<file path="config.mk">
export PLATFORM = sky130hd
export DESIGN_NAME = pcr_clk_recovery
export DESIGN_NICKNAME = d
export VERILOG_FILES = /design/src/rtl/pcr_pkg.sv /design/src/rtl/stc_counter.sv /design/src/rtl/pcr_err_calc.sv /design/src/rtl/pcr_loop_filter.sv /design/src/rtl/sd_dac.sv /design/src/rtl/pcr_clk_recovery.sv
export SDC_FILE = /design/constraint.sdc
export NUM_CORES = 1
export LEC_CHECK = 0
export BUFFER_PORTS_ARGS = -buffer_cell sky130_fd_sc_hd__buf_2
export CORE_AREA = 2 2 272 274
export CTS_CLUSTER_DIAMETER = 120
export DETAILED_ROUTE_END_ITERATION = 10
export DIE_AREA = 0 0 274 276
export SLEW_MARGIN = 20
export SYNTH_ARGS = -nofsm -noshare
export SYNTH_HDL_FRONTEND = slang
export SYNTH_SLANG_ARGS = --single-unit
</file>
<file path="constraint.sdc">
create_clock -name clk -period 17.3 [get_ports clk]
set_input_delay 3.46 -clock clk [delete_from_list [all_inputs] [get_ports clk]]
set_output_delay 3.46 -clock clk [all_outputs]
set_load 0.05 [all_outputs]
</file>
<file path="src/rtl/pcr_pkg.sv">
package pcr_pkg;
  localparam int BASE_W   = 33;
  localparam int EXT_W    = 9;
  localparam int EXT_LAST = 299;
  localparam int TICKS    = EXT_LAST + 1;
  localparam int CALC_W   = 48;

  typedef struct packed {
    logic [BASE_W-1:0] base;
    logic [EXT_W-1:0]  ext;
  } stc_t;

  typedef enum logic [3:0] {
    A_CTRL = 4'd0, A_GAIN = 4'd1, A_STC_H = 4'd2, A_STC_L = 4'd3,
    A_SNP_H = 4'd4, A_SNP_L = 4'd5, A_REF_H = 4'd6, A_REF_L = 4'd7,
    A_SEED_H = 4'd8, A_SEED_L = 4'd9, A_ERR = 4'd10, A_INTEG = 4'd11,
    A_FILT = 4'd12, A_IEN = 4'd13, A_IEN_CLR = 4'd14, A_ISTAT = 4'd15
  } reg_addr_e;
endpackage

</file>
<file path="src/rtl/stc_counter.sv">
module stc_counter
  import pcr_pkg::*;
(
  input  logic clk,
  input  logic rst,
  input  logic run,
  input  logic load,
  input  stc_t load_val,
  output stc_t cnt
);
  always_ff @(posedge clk) begin
    if (rst) begin
      cnt <= '0;
    end else if (load) begin
      cnt <= load_val;
    end else if (run) begin
      if (cnt.ext == EXT_W'(EXT_LAST)) begin
        cnt.ext  <= '0;
        cnt.base <= cnt.base + 1'b1;
      end else begin
        cnt.ext <= cnt.ext + 1'b1;
      end
    end
  end
endmodule

</file>
<file path="src/rtl/pcr_err_calc.sv">
module pcr_err_calc
  import pcr_pkg::*;
#(
  parameter int ERR_W = 24
) (
  input  logic                    clk,
  input  logic                    rst,
  input  logic                    go,
  input  stc_t                    ref_val,
  input  stc_t                    snap_val,
  output logic signed [ERR_W-1:0] err,
  output logic                    err_v
);
  localparam logic signed [CALC_W-1:0] EMAX = (CALC_W'(1) <<< (ERR_W-1)) - 1;
  localparam logic signed [CALC_W-1:0] EMIN = -(CALC_W'(1) <<< (ERR_W-1));

  logic [BASE_W-1:0]         db;
  logic signed [CALC_W-1:0]  db_s, de_s, tick_diff;

  always_comb begin
    db        = ref_val.base - snap_val.base;
    db_s      = CALC_W'($signed(db));
    de_s      = CALC_W'($signed({1'b0, ref_val.ext})) - CALC_W'($signed({1'b0, snap_val.ext}));
    tick_diff = db_s * CALC_W'(TICKS) + de_s;
  end

  always_ff @(posedge clk) begin
    if (rst) begin
      err   <= '0;
      err_v <= 1'b0;
    end else begin
      err_v <= go;
      if (go) begin
        if (tick_diff > EMAX)      err <= EMAX[ERR_W-1:0];
        else if (tick_diff < EMIN) err <= EMIN[ERR_W-1:0];
        else                       err <= tick_diff[ERR_W-1:0];
      end
    end
  end
endmodule

</file>
<file path="src/rtl/pcr_loop_filter.sv">
module pcr_loop_filter
  import pcr_pkg::*;
#(
  parameter int ERR_W = 24,
  parameter int INT_W = 24,
  parameter int OUT_W = 16
) (
  input  logic                    clk,
  input  logic                    rst,
  input  logic                    upd,
  input  logic signed [ERR_W-1:0] err,
  input  logic [4:0]              kp_sh,
  input  logic [4:0]              ki_sh,
  output logic signed [INT_W-1:0] integ,
  output logic signed [OUT_W-1:0] filt
);
  localparam logic signed [CALC_W-1:0] IMAX = (CALC_W'(1) <<< (INT_W-1)) - 1;
  localparam logic signed [CALC_W-1:0] IMIN = -(CALC_W'(1) <<< (INT_W-1));
  localparam logic signed [CALC_W-1:0] OMAX = (CALC_W'(1) <<< (OUT_W-1)) - 1;
  localparam logic signed [CALC_W-1:0] OMIN = -(CALC_W'(1) <<< (OUT_W-1));

  logic signed [CALC_W-1:0] e_w, isum, inext_w, osum;
  logic signed [INT_W-1:0]  inext;
  logic signed [OUT_W-1:0]  onext;

  always_comb begin
    e_w  = CALC_W'(err);
    isum = CALC_W'(integ) + (e_w >>> ki_sh);
    if (isum > IMAX)      inext_w = IMAX;
    else if (isum < IMIN) inext_w = IMIN;
    else                  inext_w = isum;
    inext = inext_w[INT_W-1:0];
    osum  = (e_w >>> kp_sh) + inext_w;
    if (osum > OMAX)      onext = OMAX[OUT_W-1:0];
    else if (osum < OMIN) onext = OMIN[OUT_W-1:0];
    else                  onext = osum[OUT_W-1:0];
  end

  always_ff @(posedge clk) begin
    if (rst) begin
      integ <= '0;
      filt  <= '0;
    end else if (upd) begin
      integ <= inext;
      filt  <= onext;
    end
  end
endmodule

</file>
<file path="src/rtl/sd_dac.sv">
module sd_dac #(
  parameter int W = 16
) (
  input  logic                clk,
  input  logic                rst,
  input  logic signed [W-1:0] level,
  output logic                bit_out
);
  logic [W-1:0] acc, u;
  logic [W:0]   sum;

  always_comb begin
    u   = {~level[W-1], level[W-2:0]};
    sum = {1'b0, acc} + {1'b0, u};
  end

  always_ff @(posedge clk) begin
    if (rst) begin
      acc     <= '0;
      bit_out <= 1'b0;
    end else begin
      acc     <= sum[W-1:0];
      bit_out <= sum[W];
    end
  end
endmodule

</file>
<file path="src/rtl/pcr_clk_recovery.sv">
module pcr_clk_recovery
  import pcr_pkg::*;
#(
  parameter int ERR_W = 24,
  parameter int INT_W = 24,
  parameter int OUT_W = 16
) (
  input  logic              clk,
  input  logic              rst,
  input  logic              pcr_stb,
  input  logic [32:0]       pcr_base,
  input  logic [8:0]        pcr_ext,
  input  logic              reg_we,
  input  logic [3:0]        reg_addr,
  input  logic [31:0]       reg_wdata,
  output logic [31:0]       reg_rdata,
  output logic              irq,
  output logic              vcxo_sd
);
  logic       en_q, seeded;
  logic [4:0] kp_q, ki_q;
  logic [1:0] ien_q, ist_q, ist_set, ist_clr;
  stc_t       stc_cur, ref_q, snap_q, seed_q, ref_in;
  logic       accept, load_stc, calc_go;
  logic signed [ERR_W-1:0] err_q;
  logic                    err_v;
  logic signed [INT_W-1:0] integ_q;
  logic signed [OUT_W-1:0] filt_q;
  logic [31:0]             rd_mux;

  assign ref_in   = '{base: pcr_base, ext: pcr_ext};
  assign accept   = pcr_stb && en_q;
  assign load_stc = accept && !seeded;
  assign ist_set  = {load_stc, accept};
  assign ist_clr  = (reg_we && reg_addr == A_ISTAT) ? reg_wdata[1:0] : 2'b00;

  stc_counter u_stc (
    .clk(clk), .rst(rst), .run(en_q), .load(load_stc),
    .load_val(ref_in), .cnt(stc_cur)
  );

  pcr_err_calc #(.ERR_W(ERR_W)) u_err (
    .clk(clk), .rst(rst), .go(calc_go), .ref_val(ref_q),
    .snap_val(snap_q), .err(err_q), .err_v(err_v)
  );

  pcr_loop_filter #(.ERR_W(ERR_W), .INT_W(INT_W), .OUT_W(OUT_W)) u_lf (
    .clk(clk), .rst(rst), .upd(err_v), .err(err_q),
    .kp_sh(kp_q), .ki_sh(ki_q), .integ(integ_q), .filt(filt_q)
  );

  sd_dac #(.W(OUT_W)) u_sd (
    .clk(clk), .rst(rst), .level(filt_q), .bit_out(vcxo_sd)
  );

  always_ff @(posedge clk) begin
    if (rst) begin
      en_q <= 1'b0; seeded <= 1'b0; kp_q <= '0; ki_q <= '0;
      ien_q <= '0; ist_q <= '0; calc_go <= 1'b0; irq <= 1'b0;
      ref_q <= '0; snap_q <= '0; seed_q <= '0;
    end else begin
      calc_go <= accept && seeded;
      ist_q   <= (ist_q & ~ist_clr) | ist_set;
      irq     <= |(ist_q & ien_q);
      if (accept) begin
        ref_q  <= ref_in;
        snap_q <= stc_cur;
      end
      if (load_stc) begin
        seed_q <= ref_in;
        seeded <= 1'b1;
      end
      if (!en_q) seeded <= 1'b0;
      if (reg_we) begin
        case (reg_addr)
          A_CTRL:    en_q  <= reg_wdata[0];
          A_GAIN:    begin kp_q <= reg_wdata[4:0]; ki_q <= reg_wdata[12:8]; end
          A_IEN:     ien_q <= ien_q | reg_wdata[1:0];
          A_IEN_CLR: ien_q <= ien_q & ~reg_wdata[1:0];
          default:   ;
        endcase
      end
    end
  end

  always_comb begin
    case (reg_addr)
      A_CTRL:   rd_mux = {31'b0, en_q};
      A_GAIN:   rd_mux = {19'b0, ki_q, 3'b0, kp_q};
      A_STC_H:  rd_mux = 32'(stc_cur.base[32:16]);
      A_STC_L:  rd_mux = 32'({stc_cur.base[15:0], stc_cur.ext});
      A_SNP_H:  rd_mux = 32'(snap_q.base[32:16]);
      A_SNP_L:  rd_mux = 32'({snap_q.base[15:0], snap_q.ext});
      A_REF_H:  rd_mux = 32'(ref_q.base[32:16]);
      A_REF_L:  rd_mux = 32'({ref_q.base[15:0], ref_q.ext});
      A_SEED_H: rd_mux = 32'(seed_q.base[32:16]);
      A_SEED_L: rd_mux = 32'({seed_q.base[15:0], seed_q.ext});
      A_ERR:    rd_mux = 32'(err_q);
      A_INTEG:  rd_mux = 32'(integ_q);
      A_FILT:   rd_mux = 32'(filt_q);
      A_IEN:    rd_mux = {30'b0, ien_q};
      A_ISTAT:  rd_mux = {30'b0, ist_q};
      default:  rd_mux = '0;
    endcase
  end

  always_ff @(posedge clk) begin
    if (rst) reg_rdata <= '0;
    else     reg_rdata <= rd_mux;
  end
endmodule

</file>
==> results.yml <==
floorplan:
  start_util_pct: 39.6
  dieArea_sq_mm: 0.0756
  chipHeight_um: 276
  die_w_um: 274
  fp.coreArea_sq_mm: 0.0726
  num_rows: 99
  io_pins: 116
power:
  p_comb_share_pct: 21.3
  p_int_mw: 1.40
  vdd_drop_max_v: 0.0000601
  leakagePower_nw: 13.1
  seqPwrFrac_pct: 33.5
  power_per_cell_area_mw_per_mm2: 65.1
  sw_frac_of_total_pct: 31.1
  clock_power_share_pct: 45.2
  p_sw_mw: 0.633
timing:
  skew_ns: 0.0589
  setup_violations: 0
  fin_hold_ws_ns: 0.455
  relSlewSlack_pct: 29.7
  worstMarginPinSlew_ns: 1.05
  fin_setup_tns_ns: 0
  hold_viol_final: 0
  period_minus_slack_ns: 11.19
  max_clock_freq_ghz: 0.0894
  slew_viol_final: 0
  rsz0062_at_grt: "no"
  period_share_pct: 64.7
drt:
  detail_route.wirelength_um: 95400
  drt_iter0_markers: 2358
  vias_per_cell: 5.81
  route.vias.total: 27442
  wl_per_cell_um: 20.2
  drc: 0
  drt.antenna.violating_nets: 0
  firstDrtPassIters: 7
yosys:
  synth_seq_cells: 294
  syn_inst: 3769
  synth-warning-count: 0
  ys_seq_area_share_pct: 20.5
  synth_fp_nets: 4202
  ys_async_sr_fraction_pct: 0
  post_synth.cell_area_avg_sq_um: 7.62
  yosys_most_used_dff: "dfxtp_1"
  synth_enable_flop_cells: 0
  syn_area_sq_mm: 0.0287
  yosysUniqueCellTypes: 95
placed_design:
  hpwl_um: 72200
  port_buffers: 93
  gp_congestion: 0.919
global_route:
  grt_pass1_wl_um: 147000
  use_met1_pct: 33.5
  gr-usage-met2_pct: 39.7
  grt_max_degree: 141
  antenna_found_initial: 4
  use_met3_pct: 3.51
  grt_use_total_pct: 24.5
  busiest_layer: "met2"
  grt_pass1_vias: 25509
  gr-total-overflow: 0
clock_tree:
  cts_tree: "done"
  post_cts_buffers: 0
  cts_hold_buffers: 0
  cts_made_buffers: 40
  cts_resized: 0
  clock_path_buffers: 3
  worstSkewPairLatency_ns: 0.61
  cts.sinks: 294
  path_clk_slew_ns: 0.06
  clockRootBuffer: "clkbuf_16"
  h-tree-depth: 2
cells_and_area:
  n_antenna_cell: 0
  layout_commonest_cell: "nand2_1"
  nNetsFinal: 4165
  area_delta_synth_final_pct: 8.68
  final_cell_mix: "505 x nand2_1, 398 x a21oi_1, 293 x nor2_1"
  layout-drive-gt1-share_pct: 8.48
worst_setup_path:
  critPathCaptureType: "flip-flop"
  cp_num_buf_inv: 3
  worstSetupStartpointType: "flip-flop"
  crit_family: "compound AO/OA/AOI/OAI gates"
  crit_path_max_incr_delay_ns: 0.86
  critPathSlowestCell: "a21oi_1"
  cp_max_fo: 25
  critPathRequiredTime_ns: 17.76
  path_class: "flip-flop to flip-flop"
  critPathArrivalTime_ns: 11.65
hold_path:
  hp-class: "flip-flop to flip-flop"
status:
  outcome: "finished clean"
run:
  cap_violations: 0
## metal layers
layer	vias up	part of all wire, %
met5	-	0.033
met4	4	3.0
met3	157	7.0
met2	938	46
met1	12945	44
li1	13398	-
## worst paths after layout
check                                   end  slack (ns)                     from  cells past startpoint
setup / recovery  u_lf.filt[7]$_SDFFE_PP0P_        6.11     ki_q[2]$_SDFFE_PP0P_                     31
hold / removal      seed_q[15]$_SDFFE_PP0P_        0.46  seed_q[15]$_SDFFE_PP0P_                      2
setup reg to reg  u_lf.filt[7]$_SDFFE_PP0P_        6.11     ki_q[2]$_SDFFE_PP0P_                     31
hold reg to reg     seed_q[15]$_SDFFE_PP0P_        0.46  seed_q[15]$_SDFFE_PP0P_                      2
## through the flow
step	area, sq um	worst slack, ns	power [mW]	cells	utilization [%]
after floorplan	28700	8.83	1.05	3769	-
after global placement	29800	6.01	1.12	4649	41.0
after detailed placement	29800	5.96	1.13	4649	41.0
after CTS	31200	5.86	2.05	4721	43.0
after global routing	31200	5.36	2.12	4721	43.0
final	31200	6.11	2.03	4721	43.0
## area by class of cell
| type | instances | area, sq um |
|---|---|---|
| Fill cell | 7518 | 41400 |
| Inverter | 263 | 987 |
| Timing Repair Buffer | 133 | 776 |
| Tap cell | 959 | 1200 |
| Clock inverter | 20 | 352 |
| Clock buffer | 52 | 1110 |
| Multi-Input combinational cell | 3000 | 20900 |
| Sequential cell | 294 | 5890 |
## Yosys cell counts (22+ instances only)
cell type	instances	area, sq um
a211oi_1	42	315
a21boi_0	32	240
a21o_1	89	668
a21oi_1	399	2000
a221oi_1	41	359
a22o_1	29	254
a22oi_1	56	420
a31oi_1	38	238
and3_1	45	282
clkbuf_1	162	608
dfxtp_1	294	5890
fa_1	69	1380
ha_1	282	3530
inv_1	263	987
mux2i_1	64	641
nand2_1	506	1900
nand2b_1	43	269
nand3_1	55	275
nand4_1	35	219
nor2_1	299	1120
nor2b_1	28	175
nor3_1	69	345
o211ai_1	22	165
o21a_1	35	263
o21ai_0	220	1100
o21bai_1	24	180
or3_1	37	231
xnor2_1	112	981
xor2_1	56	490
## tightest hold or removal path: stages, from the launching register on
cell     delay (ns)
dfxtp_1        0.31
nand2_1        0.05
a21oi_1        0.05
## power groups by stage
stage	registers [mW]	clock network, mW	logic (mW)
finish	0.681	0.920	0.433
global route	0.681	0.959	0.482
CTS	0.681	0.935	0.433
detailed placement	0.696	0	0.430
global placement	0.696	0	0.429
floorplan	0.696	0	0.358
## state kept, by name, indices dropped and copies added, names as in the netlist, named ones only
signal	flops
u_sd.acc	16
en_q	1
seeded	1
reg_rdata	26
u_lf.filt	16
snap_q	42
u_sd.bit_out	1
ist_q	2
irq	1
kp_q	5
seed_q	42
u_stc.cnt	42
u_err.err_v	1
calc_go	1
u_err.err	24
u_lf.integ	24
ref_q	42
ki_q	5
## logic make-up after synthesis
group / share of synthesized area, %
AOI/OAI and AO/OA: 26.9
and+or+nand+nor: 18.7
muxes: 4.42
DFF: 20.5
adders and majority gates: 17.1
buffers and inverters: 7.13
xor gates and xnor gates: 5.20
No activity file was read; power rests on OpenSTA's default activity.
